==> src/rtl/evc_pkg.sv <==
package evc_pkg;
  localparam int unsigned BYTE_W = 8;
  localparam int unsigned CTRL_ADDR = 0;
  localparam int unsigned CTRL_SNAP_BIT = 3;

  typedef struct packed {
    logic cascade;
    logic pol_b;
    logic pol_a;
  } ctrl_t;
endpackage

==> src/rtl/evc_edge.sv <==
module evc_edge (
  input  logic clk,
  input  logic rst_n,
  input  logic lvl_i,
  input  logic rise_mode_i,
  output logic hit_o
);
  logic norm;
  logic prev_q;

  // Normalise the input so that the selected edge is always a rising one.
  always_comb begin
    norm  = rise_mode_i ? lvl_i : ~lvl_i;
    hit_o = norm & ~prev_q;
  end

  always_ff @(posedge clk or negedge rst_n) begin
    if (!rst_n) prev_q <= 1'b1;
    else        prev_q <= norm;
  end
endmodule

==> src/rtl/evc_count.sv <==
module evc_count #(
  parameter int unsigned CNT_W = 16
) (
  input  logic                        clk,
  input  logic                        rst_n,
  input  logic                        inc_i,
  input  logic [CNT_W/8-1:0]          ld_en_i,
  input  logic [evc_pkg::BYTE_W-1:0]  ld_byte_i,
  output logic [CNT_W-1:0]            cnt_o,
  output logic                        max_o
);
  localparam int unsigned NB = CNT_W / evc_pkg::BYTE_W;

  logic [CNT_W-1:0] cnt_q;
  logic [CNT_W-1:0] cnt_d;
  logic             cnt_en;

  always_comb begin
    cnt_d  = cnt_q;
    cnt_en = inc_i | (|ld_en_i);
    if (|ld_en_i) begin
      for (int b = 0; b < NB; b++) begin
        if (ld_en_i[b]) cnt_d[b*evc_pkg::BYTE_W +: evc_pkg::BYTE_W] = ld_byte_i;
      end
    end else if (inc_i) begin
      cnt_d = cnt_q + CNT_W'(1);
    end
  end

  always_ff @(posedge clk or negedge rst_n) begin
    if (!rst_n)      cnt_q <= '0;
    else if (cnt_en) cnt_q <= cnt_d;
  end

  assign cnt_o = cnt_q;
  assign max_o = &cnt_q;
endmodule

==> src/rtl/evc_counter_pair.sv <==
module evc_counter_pair #(
  parameter int unsigned CNT_W  = 16,
  parameter int unsigned ADDR_W = 3
) (
  input  logic              clk,
  input  logic              rst_n,
  input  logic              evt_a_i,
  input  logic              evt_b_i,
  input  logic              reg_wr_i,
  input  logic [ADDR_W-1:0] reg_addr_i,
  input  logic [7:0]        reg_wdata_i,
  output logic [7:0]        reg_rdata_o
);
  import evc_pkg::*;

  localparam int unsigned NB     = CNT_W / BYTE_W;
  localparam int unsigned SNAP_W = 2 * CNT_W;

  ctrl_t             ctrl_q;
  ctrl_t             ctrl_d;
  logic              ctrl_wr;
  logic              snap_take;
  logic              hit_a;
  logic              hit_b;
  logic              inc_a;
  logic              inc_b;
  logic              max_a;
  logic              max_b;
  logic [NB-1:0]     ld_a;
  logic [NB-1:0]     ld_b;
  logic [CNT_W-1:0]  cnt_a;
  logic [CNT_W-1:0]  cnt_b;
  logic [SNAP_W-1:0] snap_q;

  // Control register
  always_comb begin
    ctrl_wr   = reg_wr_i && (reg_addr_i == ADDR_W'(CTRL_ADDR));
    snap_take = ctrl_wr && reg_wdata_i[CTRL_SNAP_BIT];
    ctrl_d    = ctrl_t'(reg_wdata_i[2:0]);
  end

  always_ff @(posedge clk or negedge rst_n) begin
    if (!rst_n)       ctrl_q <= '0;
    else if (ctrl_wr) ctrl_q <= ctrl_d;
  end

  // Edge detectors
  evc_edge u_edge_a (
    .clk(clk), .rst_n(rst_n), .lvl_i(evt_a_i),
    .rise_mode_i(ctrl_q.pol_a), .hit_o(hit_a)
  );
  evc_edge u_edge_b (
    .clk(clk), .rst_n(rst_n), .lvl_i(evt_b_i),
    .rise_mode_i(ctrl_q.pol_b), .hit_o(hit_b)
  );

  // Count sources and cascade carry
  always_comb begin
    inc_a = hit_a;
    inc_b = ctrl_q.cascade ? (hit_a & max_a) : hit_b;
  end

  // Byte load decode
  for (genvar b = 0; b < NB; b++) begin : g_ld
    assign ld_a[b] = reg_wr_i && (reg_addr_i == ADDR_W'(1 + b));
    assign ld_b[b] = reg_wr_i && (reg_addr_i == ADDR_W'(1 + NB + b));
  end

  evc_count #(.CNT_W(CNT_W)) u_cnt_a (
    .clk(clk), .rst_n(rst_n), .inc_i(inc_a), .ld_en_i(ld_a),
    .ld_byte_i(reg_wdata_i), .cnt_o(cnt_a), .max_o(max_a)
  );
  evc_count #(.CNT_W(CNT_W)) u_cnt_b (
    .clk(clk), .rst_n(rst_n), .inc_i(inc_b), .ld_en_i(ld_b),
    .ld_byte_i(reg_wdata_i), .cnt_o(cnt_b), .max_o(max_b)
  );

  // Snapshot holding register
  always_ff @(posedge clk or negedge rst_n) begin
    if (!rst_n)         snap_q <= '0;
    else if (snap_take) snap_q <= {cnt_b, cnt_a};
  end

  // Read mux
  always_comb begin
    reg_rdata_o = '0;
    if (reg_addr_i == ADDR_W'(CTRL_ADDR)) begin
      reg_rdata_o = {5'b0, ctrl_q};
    end
    for (int i = 0; i < 2 * NB; i++) begin
      if (reg_addr_i == ADDR_W'(i + 1)) reg_rdata_o = snap_q[i*BYTE_W +: BYTE_W];
    end
  end

  // max_b has no consumer inside this block
  logic unused_ok;
  assign unused_ok = max_b;
endmodule

==> config.mk <==
export PLATFORM = sky130hd
export DESIGN_NAME = evc_counter_pair
export DESIGN_NICKNAME = d
export VERILOG_FILES = /design/src/rtl/evc_pkg.sv /design/src/rtl/evc_edge.sv /design/src/rtl/evc_count.sv /design/src/rtl/evc_counter_pair.sv
export SDC_FILE = /design/constraint.sdc
export NUM_CORES = 1
export LEC_CHECK = 0
export BUFFER_PORTS_ARGS = -buffer_cell sky130_fd_sc_hd__buf_2
export CELL_PAD_IN_SITES_DETAIL_PLACEMENT = 0
export CELL_PAD_IN_SITES_GLOBAL_PLACEMENT = 1
export CORE_MARGIN = 5
export CORE_UTILIZATION = 48
export DETAILED_ROUTE_END_ITERATION = 6
export PLACE_DENSITY_LB_ADDON = 0.25
export SLEW_MARGIN = 10
export SYNTH_ARGS = -nofsm -noshare
export SYNTH_HDL_FRONTEND = slang
export SYNTH_SLANG_ARGS = --single-unit
==> constraint.sdc <==
create_clock -name clk -period 2.9 [get_ports clk]
set_clock_uncertainty 0.1 [all_clocks]
set_input_delay 0.725 -clock clk [delete_from_list [all_inputs] [get_ports clk]]
set_output_delay 0.725 -clock clk [all_outputs]
set_load 0.01 [all_outputs]
==> flow_summary.toml <==
[logic_synthesis]
synth_cell_type_count = 62
synthMostInstantiatedCell = "dfrtp_1"
ys_async_sr_fraction = 1.000
synth_cells = 394
synth_common_cells = "67 x dfrtp_1, 41 x nand2_1, 35 x mux2_2"
synth.area.top_cells = "dfrtp_1 43%, mux2_2 10%, nand2_1 4.0%"
synth_top_area_share = 0.4344
synth_area_um2 = 3860
postSynthAreaPerCell_um2 = 9.797
synth_area_leader_cell = "dfrtp_1"
yosysSeqAreaShare = 0.4480
yosys_register_bits = 69
synthesis.nets = 412
synth-edff-count = 0
synth_ff_type = "dfrtp_1"
ys_warn_count = 0

[clock_network]
cts_buffer_depth = 2
clock_tree.root_cell = "clkbuf_8"
numCtsBuffers = 9
cts_sinks = 69
cts_hold_buf = 0
htree_levels = 3
clk_pin_slew_ps = 80
clk_latency_ps = 360
cts_tree = "yes"
ctsResizeCount = 0
cts_setup_buffers = 0

[routing]
drt_iter0_markers = 248
drt-vias-per-instance = 6.044
dr.pass1.iters = 5
ant_nets = 0
route.vias.total = 3185
drc = 0
wl_per_cell_um = 19.30
routed_wl_mm = 10.17

[cells_and_area]
final_cells = 527
fillers = 694
seq_area_um2 = 1729
multiInputGateArea_um2 = 2004
layout.nets = 438
syn_to_final_growth_pct = 12.93
layout-drive-gt1-share = 0.2400
num_antenna_cells = 0

[worst_setup_path]
rr_endpoint = "u_cnt_b.cnt_o[9]"
r2r-start = "u_cnt_a.cnt_o[3]"
r2r_cells = 5
cpPeakStageDelay_ps = 390
r2r_slack_ps = 650
crit_type = "input port to output pin"
path_cells = "buf_2, nor2b_1, a22oi_1, o21ai_0, buf_2"
worst_setup_path_start_kind = "input port"
worstPathRequired_ps = 2080
cp_slowest_cell = "nor2b_1"
path_common_cell = "buf_2"
endpoint_kind = "output pin"
crit_arrival_ps = 1890
cp_max_fo = 14

[outcome]
status = "finished, final reports clean"

[pwr]
p_sw_mw = 1.534
p_comb_frac = 0.333
p_clk_frac = 0.218
leakage_nw = 1.820
peakVddDrop_mv = 0.3647
power_mw = 4.058
p_sw_frac = 0.3781
seq_power_share = 0.449
power_density_nw_per_um2 = 930.8
p_int_mw = 2.524

[place]
gp_congestion = 0.8576
port_buffers = 23
placed_cells = 511
dpl.hpwl_mm = 7.427
pre_cts_slack_ps = 227.7

[sta]
fmax_mhz = 369.0
finalSetupTns_ps = 0
setup_viol = 0
slew_viol_final = 0
min_period_ps = 2710
tightest_slew_ps = 783.0
max_slew_margin = 0.4761
period_share = 0.9345
rsz0062_at_grt = "no"
finalHoldViolCount = 0
setup_slack_ps = 189.9

[global_routing]
grt_max_degree = 48
grt_antenna_before_repair = 0
grt_pass1_wl_mm = 16.39
grt_overflow = 0
track_usage = 0.2149
grt_pass1_vias = 2965

[die]
die_y_um = 99.68
coreArea_um2 = 7767
io_pins = 24
dieWidth_um = 99.68
core.rowCount = 32
start_util = 0.4969
dieArea_um2 = 9935

[hold_path]
hold_class = "input port to async pin"

[flow_run]
drv_cap = 0
[worst max-delay path by stage]
stage,from,to,slack [ps],cells past startpoint
2_1_floorplan,reg_addr_i[0],reg_rdata_o[3],250,5
3_3_place_gp,reg_addr_i[0],reg_rdata_o[5],230,5
3_5_place_dp,reg_addr_i[0],reg_rdata_o[7],230,5
4_1_cts,reg_addr_i[0],reg_rdata_o[7],220,5
5_1_grt,reg_addr_i[0],reg_rdata_o[7],50,5
6_report,reg_addr_i[0],reg_rdata_o[7],190,5
[area by class of cell]
class,instances,share of cell area
clock buffer,9,0.02842
clock inverter,7,0.02268
inverter,8,0.006889
multi-input combinational,295,0.4598
sequential,69,0.3967
tap,102,0.02928
timing repair buffer,37,0.05626
[per-layer routing]
| metal | routed length, um | share of wire | vias to the layer above | global-route usage |
|---|---|---|---|---|
| met5 | 0 | 0 | - | 0 |
| met4 | 147 | 0.014 | 0 | 0.07248 |
| met3 | 569 | 0.056 | 11 | 0.03787 |
| met2 | 4345 | 0.43 | 107 | 0.2914 |
| met1 | 5108 | 0.50 | 1557 | 0.3411 |
| li1 | - | - | 1510 | - |
[layout by cell type, fill, tap and decap left out, drive strengths merged, types with 4 or more instances in the layout]
cell type,n
dfrtp,67
nand2,41
mux2,38
buf,37
o21ai,30
nor2,28
nand3,26
a21oi,23
a22oi,9
clkbuf,9
inv,9
and2,8
o22ai,7
a31oi,7
mux2i,5
a22o,5
nor3,5
a2bb2oi,4
nand3b,4
and4,4
[worst max-delay path, delay by kind of cell]
kind	cells	cell delay (ps)
buffers and inverters	2	420
and+or+nand+nor	1	390
AOI/OAI and AO/OA	2	350
[through the flow]
stage	hold WS (ps)	utilization	instance area, um2
global placement	367.9	0.5325	4136
detailed placement	368.5	0.5325	4136
global route	310.9	0.5612	4359
CTS	271.9	0.5612	4359
finish	261.5	0.5612	4359
floorplan	329.4	-	3860
[sequential cells by signal (all words and copies together) (netlist names)]
signal and count:
u_edge_a.prev_q 1, u_cnt_a.cnt_o 16, u_cnt_b.cnt_o 16, u_edge_b.prev_q 1, snap_q 32, ctrl_q 3
[power by group through the flow]
stage | combinational (mW) | clock (mW) | sequential [mW]
after global placement | 1.31 | 0 | 1.82
after CTS | 1.35 | 0.898 | 1.81
after detailed placement | 1.34 | 0 | 1.83
after floorplan | 1.06 | 0 | 1.64
after global routing | 1.52 | 0.943 | 1.87
final | 1.35 | 0.883 | 1.82
[cell families (layout without fill, tap and decap cells)]
| kind of cell | after synthesis | in the layout | synth area share |
|---|---|---|---|
| adder cells (fa/ha/maj) | 2 | 2 | 0.006482 |
| buffers and inverters | 30 | 61 | 0.03274 |
| flip-flops | 69 | 69 | 0.4480 |
| XOR/XNOR | 4 | 4 | 0.009078 |
| AND/OR/NAND/NOR | 140 | 140 | 0.1893 |
| AO/OA/AOI/OAI | 103 | 103 | 0.1731 |
| multiplexers | 46 | 46 | 0.1413 |
No activity file was read; power rests on OpenSTA's default activity.
